$ cat config.mk
export PLATFORM = sky130hd
export DESIGN_NAME = sp_err_stat
export DESIGN_NICKNAME = d
export VERILOG_FILES = /design/src/rtl/sp_err_pkg.sv /design/src/rtl/sp_fs_guard.sv /design/src/rtl/sp_sticky_bit.sv /design/src/rtl/sp_err_stat.sv
export SDC_FILE = /design/constraint.sdc
export NUM_CORES = 1
export LEC_CHECK = 0
export BUFFER_PORTS_ARGS = -buffer_cell sky130_fd_sc_hd__buf_2
export CAP_MARGIN = 40
export CORE_MARGIN = 1
export CORE_UTILIZATION = 45
export CTS_CLUSTER_SIZE = 14
export DETAILED_ROUTE_END_ITERATION = 10
export GPL_TIMING_DRIVEN = 0
export PLACE_DENSITY = 0.83
export SKIP_LAST_GASP = 1
export SYNTH_ARGS = -nofsm -noshare
export SYNTH_HDL_FRONTEND = slang
export SYNTH_HIERARCHICAL = 1
export SYNTH_SLANG_ARGS = --single-unit
$ cat constraint.sdc
create_clock -name clk -period 2.4 [get_ports clk]
set_input_delay 0.24 -clock clk [delete_from_list [all_inputs] [get_ports clk]]
set_output_delay 0.24 -clock clk [all_outputs]
set_load 0.02 [all_outputs]
$ cat src/rtl/sp_err_pkg.sv
package sp_err_pkg;
  localparam int NSRC = 3;
  typedef enum int {
    SRC_PRI = 0,
    SRC_SEC = 1,
    SRC_FS  = 2
  } src_e;
  localparam logic ADDR_STAT = 1'b0;
  localparam logic ADDR_MASK = 1'b1;
endpackage

$ cat src/rtl/sp_fs_guard.sv
module sp_fs_guard #(
  parameter int CW = 5
) (
  input  logic          clk,
  input  logic          rst_n,
  input  logic          fs_evt,
  input  logic          bit_tick,
  input  logic [CW-1:0] word_len,
  output logic          early_fs
);
  logic [CW-1:0] cnt_q, cnt_d;
  logic [CW:0]   cnt_inc;
  logic          cnt_en;

  assign cnt_inc = {1'b0, cnt_q} + 1'b1;
  assign cnt_en  = fs_evt | bit_tick;

  always_comb begin
    cnt_d = cnt_q;
    if (fs_evt) begin
      cnt_d = '0;
    end else if (bit_tick) begin
      if (cnt_inc >= {1'b0, word_len}) cnt_d = '0;
      else                             cnt_d = cnt_inc[CW-1:0];
    end
  end

  always_ff @(posedge clk or negedge rst_n) begin
    if (!rst_n)      cnt_q <= '0;
    else if (cnt_en) cnt_q <= cnt_d;
  end

  assign early_fs = fs_evt && (cnt_q != '0) && (cnt_q < word_len);


  fs_restart_chk: assert property (@(posedge clk) disable iff (!rst_n)
    fs_evt |=> (cnt_q == '0));

  tick_adv_chk: assert property (@(posedge clk) disable iff (!rst_n)
    (bit_tick && !fs_evt && (cnt_inc < {1'b0, word_len}))
      |=> (cnt_q == $past(cnt_inc[CW-1:0])));
endmodule

$ cat src/rtl/sp_sticky_bit.sv
module sp_sticky_bit (
  input  logic clk,
  input  logic rst_n,
  input  logic set_evt,
  input  logic clr_req,
  output logic q
);
  logic q_d;

  always_comb begin
    q_d = q;
    if (set_evt)      q_d = 1'b1;
    else if (clr_req) q_d = 1'b0;
  end

  always_ff @(posedge clk or negedge rst_n) begin
    if (!rst_n) q <= 1'b0;
    else        q <= q_d;
  end


  set_wins_chk: assert property (@(posedge clk) disable iff (!rst_n)
    set_evt |=> q);

  w1c_clear_chk: assert property (@(posedge clk) disable iff (!rst_n)
    (clr_req && !set_evt) |=> !q);

  hold_chk: assert property (@(posedge clk) disable iff (!rst_n)
    (!clr_req && !set_evt) |=> $stable(q));
endmodule

$ cat src/rtl/sp_err_stat.sv
module sp_err_stat
  import sp_err_pkg::*;
#(
  parameter int CW = 5,
  parameter int RW = 8
) (
  input  logic          clk,
  input  logic          rst_n,
  input  logic          pri_err,
  input  logic          sec_err,
  input  logic          fs_evt,
  input  logic          bit_tick,
  input  logic [CW-1:0] word_len,
  input  logic          reg_wr,
  input  logic          reg_addr,
  input  logic [RW-1:0] reg_wdata,
  output logic [RW-1:0] reg_rdata,
  output logic          irq
);
  localparam int PADW = RW - NSRC;

  logic            early_fs;
  logic [NSRC-1:0] evt;
  logic [NSRC-1:0] clr;
  logic [NSRC-1:0] stat_q;
  logic [NSRC-1:0] mask_q, mask_d;
  logic            stat_wr, mask_wr;

  sp_fs_guard #(.CW(CW)) u_guard (
    .clk      (clk),
    .rst_n    (rst_n),
    .fs_evt   (fs_evt),
    .bit_tick (bit_tick),
    .word_len (word_len),
    .early_fs (early_fs)
  );

  assign evt[SRC_PRI] = pri_err;
  assign evt[SRC_SEC] = sec_err;
  assign evt[SRC_FS]  = early_fs;

  assign stat_wr = reg_wr && (reg_addr == ADDR_STAT);
  assign mask_wr = reg_wr && (reg_addr == ADDR_MASK);
  assign clr     = stat_wr ? reg_wdata[NSRC-1:0] : '0;

  for (genvar i = 0; i < NSRC; i++) begin : g_src
    sp_sticky_bit u_bit (
      .clk     (clk),
      .rst_n   (rst_n),
      .set_evt (evt[i]),
      .clr_req (clr[i]),
      .q       (stat_q[i])
    );
  end

  assign mask_d = reg_wdata[NSRC-1:0];

  always_ff @(posedge clk or negedge rst_n) begin
    if (!rst_n)       mask_q <= '0;
    else if (mask_wr) mask_q <= mask_d;
  end

  always_comb begin
    if (reg_addr == ADDR_MASK) reg_rdata = {{PADW{1'b0}}, mask_q};
    else                       reg_rdata = {{PADW{1'b0}}, stat_q};
  end

  assign irq = |(stat_q & mask_q);


  pri_set_chk: assert property (@(posedge clk) disable iff (!rst_n)
    pri_err |=> stat_q[SRC_PRI]);

  sec_set_chk: assert property (@(posedge clk) disable iff (!rst_n)
    sec_err |=> stat_q[SRC_SEC]);

  mask_load_chk: assert property (@(posedge clk) disable iff (!rst_n)
    mask_wr |=> (mask_q == $past(reg_wdata[NSRC-1:0])));

  irq_hold_chk: assert property (@(posedge clk) disable iff (!rst_n)
    (irq && !reg_wr) |=> irq);
endmodule

==> summary.md <==
| Metric | Value |
|---|---|
| R2r worst-path depth | 8 |
| Clock power share | 0.256 |
| Drt drc | 0 |
| Die H | 46.0 um |
| Critical Path Fanout Max | 6 |
| Largest net degree at the start of global routing | 12 |
| Worst r2r src | u_guard/cnt_q[0] |
| Met2 routed WL | 787 um |
| GRT Util Overall | 0.167 |
| Setup Crit Path Kind | flop to flop |
| Unrepaired setup endpoints after global routing | no |
| Leading post-synthesis cells by cell area | dfrtp_1, ha_1, mux2_2 |
| Peak VDD IR | 0.000336 V |
| Min-Delay Endpoint | g_src[0].u_bit/q |
| Setup TNS | 0 ns |
| Hold Path Depth | 2 |
| Outcome | finished clean |
| Hold path startpoint | pri_err |
| Tmin final | 1.98 ns |
| Final setup viols | 0 |
| PwrDens | 454 mW/mm2 |
| Vias in the first global route | 647 |
| Int Pwr | 0.335 mW |
| HP Class | input port to flop |
| Comb power frac | 0.287 |
| Ports | 30 |
| Post-route ant nets | 0 |
| Skew-Pair Late Insertion Delay | 0.26 ns |
| Total number of vias | 679 |
| Cell taking the most area after synthesis | dfrtp_1 |
| Vias/cell | 4.82 |
| Die area | 0.00212 mm2 |
| Final Hold Viols | 0 |
| Global-route wire length before repair | 2.46 mm |
| Static leakage | 0.556 nW |
| Initial antenna violation count | 0 |
| Register area share after synthesis | 0.316 |
| Crit path launch type | flop |
| Total congestion overflow | 0 |
| Row count | 15 |
| M1 WL | 605 um |
| CP endpoint kind | flop |
| Worst Path Required | 2.61 ns |
| Flop-to-flop setup slack | 0.42 ns |
| Placeable Area | 0.00176 mm2 |
| Fill cell count | 156 |
| Flop and latch count out of synthesis | 11 |
| Sw Ratio | 0.297 |
| R2R Path End | u_guard/cnt_q[2] |
| Slew Limit Fails | 0 |
| Antenna cells | 0 |
| Netlist Area Pre-Place | 872 um2 |
| CTS tree | built |
| Sequential fraction of design power | 0.457 |
| Num CTS Buffers | 3 |
| MaxCap Viol Count | 0 |
| Ys Warns | 6 |
| RePlAce Congestion | 0.786 |
| Setup Skew | 0.000122 ns |
| DRT iter0 DRCs | 6 |
| Worst-path clk slew | 0.07 ns |
| Area growth, synth to finish | 20.4% |
| Post-layout nets | 150 |
| IO buf count | 19 |
| Die width | 46.0 um |
| Crit share post-route | 0.826 |
| Routed WL per cell | 10.5 um |
| DR pass1 iterations | 4 |
| Yosys cell types | 28 |
| Share of layout cells above drive strength 1 | 0.362 |
| Max Used Layer | met4 |
| Post-CTS sizing | 0 |
| Synthesized instance count | 88 |
| Critical Path AT | 2.19 ns |
| Post-synth top area share | 0.316 |
| Max Fclk | 505 MHz |
| Detailed placer's ending HPWL | 1.24 mm |
| Initial Util | 0.494 |
| Hold Slack | 0.148 ns |
| Switching power | 0.141 mW |
| Clock root buffer | clkbuf_4 |
| Avg Cell Area, Syn | 9.91 um2 |
| WL final | 1.49 mm |
| Routed wl met3 | 79 um |
| Clock sink count | 11 |
| Max Root-Sink Buffers | 2 |
| H-tree depth | 1 |
-- layout by cell type (no fill, tap or decap), types with 2 or more instances in the layout --
cell type and n:
o21ai_0 2, dfrtp_1 11, a21o_1 5, o2111ai_2 2
ha_1 12, o21a_1 2, inv_1 11, mux2_2 6
clkbuf_4 3, nand2b_1 3, xnor2_1 2, buf_4 5
nand2_1 9, and2_2 3, conb_1 5, buf_2 19
-- cell families after synthesis --
kind of cell | after synthesis | synth area share
muxes | 6 | 0.0775
and+or+nand+nor | 25 | 0.182
AOI/OAI and AO/OA | 15 | 0.138
adders and majority gates | 12 | 0.172
DFF | 11 | 0.316
other | 1 | 0.00430
buffers and inverters | 16 | 0.0904
xor gates and xnor gates | 2 | 0.0201
-- layout make-up --
| cell class | instances | area [um2] | share of cell area |
|---|---|---|---|
| clock buffer | 4 | 26.3 | 0.0250 |
| tap | 25 | 31.3 | 0.0298 |
| inverter | 11 | 41.3 | 0.0393 |
| sequential | 11 | 275 | 0.262 |
| buffer | 5 | 37.5 | 0.0358 |
| multi-input combinational | 65 | 533 | 0.508 |
| timing repair buffer | 20 | 105 | 0.100 |
-- power groups by stage --
stage               registers, mW  logic [mW]  clock network (mW)
global placement            0.220       0.132                   0
floorplan                   0.216      0.0970                   0
CTS                         0.217       0.139               0.130
finish                      0.218       0.137               0.122
detailed placement          0.221       0.137                   0
global route                0.219       0.153               0.135
-- layer usage --
metal,up-vias,track usage
met1,311,0.156
met4,0,0.0647
met5,-,0
met3,2,0.0635
li1,346,-
met2,20,0.318
-- worst max-delay path, cell delays in order, from the launching register on --
cell       delay [ns]
dfrtp_1          0.45
inv_1            0.09
ha_1             0.32
ha_1             0.28
a21boi_1         0.14
o2111ai_2        0.18
o2111ai_2        0.20
a21oi_1          0.16
a21o_1           0.09
-- sequential cells by signal (all words and copies together), names as in the netlist --
name,flops
mask_q,3
u_guard/cnt_q,5
g_src.u_bit/q,3
-- Yosys cell counts --
cell and number:
buf_4 5, nand2b_1 3, o21ai_1 1, or2b_1 1, nor3b_1 1, conb_1 1, nor2_1 1, o21ai_0 2
o21a_1 2, nand2_1 9, a21oi_1 1, nand3_2 1, nand3_1 1, a21o_1 5, dfrtp_1 11, nor4b_1 1
ha_1 12, nor2b_4 1, inv_1 11, a21boi_1 1, a222oi_1 1, xnor2_1 2, and4bb_1 1, and2_2 3
nand2_2 1, mux2_2 6, o2111ai_2 2, and2b_2 1
-- what timing repair did --
action                    4_1_cts  5_1_grt
hold endpoints to repair       11        0
hold buffers                    1        0
setup buffers                   0        0
-- through the flow --
stage	instances	utilization	setup WS, ns	total power, mW	cell area [um2]
after CTS	141	0.595	0.403	0.487	1050
after floorplan	92	-	0.624	0.313	887
after detailed placement	136	0.574	0.427	0.358	1010
after global routing	141	0.595	0.229	0.507	1050
after global placement	136	0.574	0.493	0.351	1010
final	141	0.595	0.418	0.477	1050
-- worst max path at each step --
stage                          start               end  slack, ns
finish              u_guard/cnt_q[0]  u_guard/cnt_q[2]       0.42
global route        u_guard/cnt_q[0]  u_guard/cnt_q[2]       0.23
CTS                 u_guard/cnt_q[0]  u_guard/cnt_q[2]       0.40
detailed placement  u_guard/cnt_q[0]  u_guard/cnt_q[2]       0.43
global placement    u_guard/cnt_q[0]  u_guard/cnt_q[2]       0.49
floorplan           u_guard/cnt_q[0]  u_guard/cnt_q[2]       0.62
No activity file was read; power rests on OpenSTA's default activity.
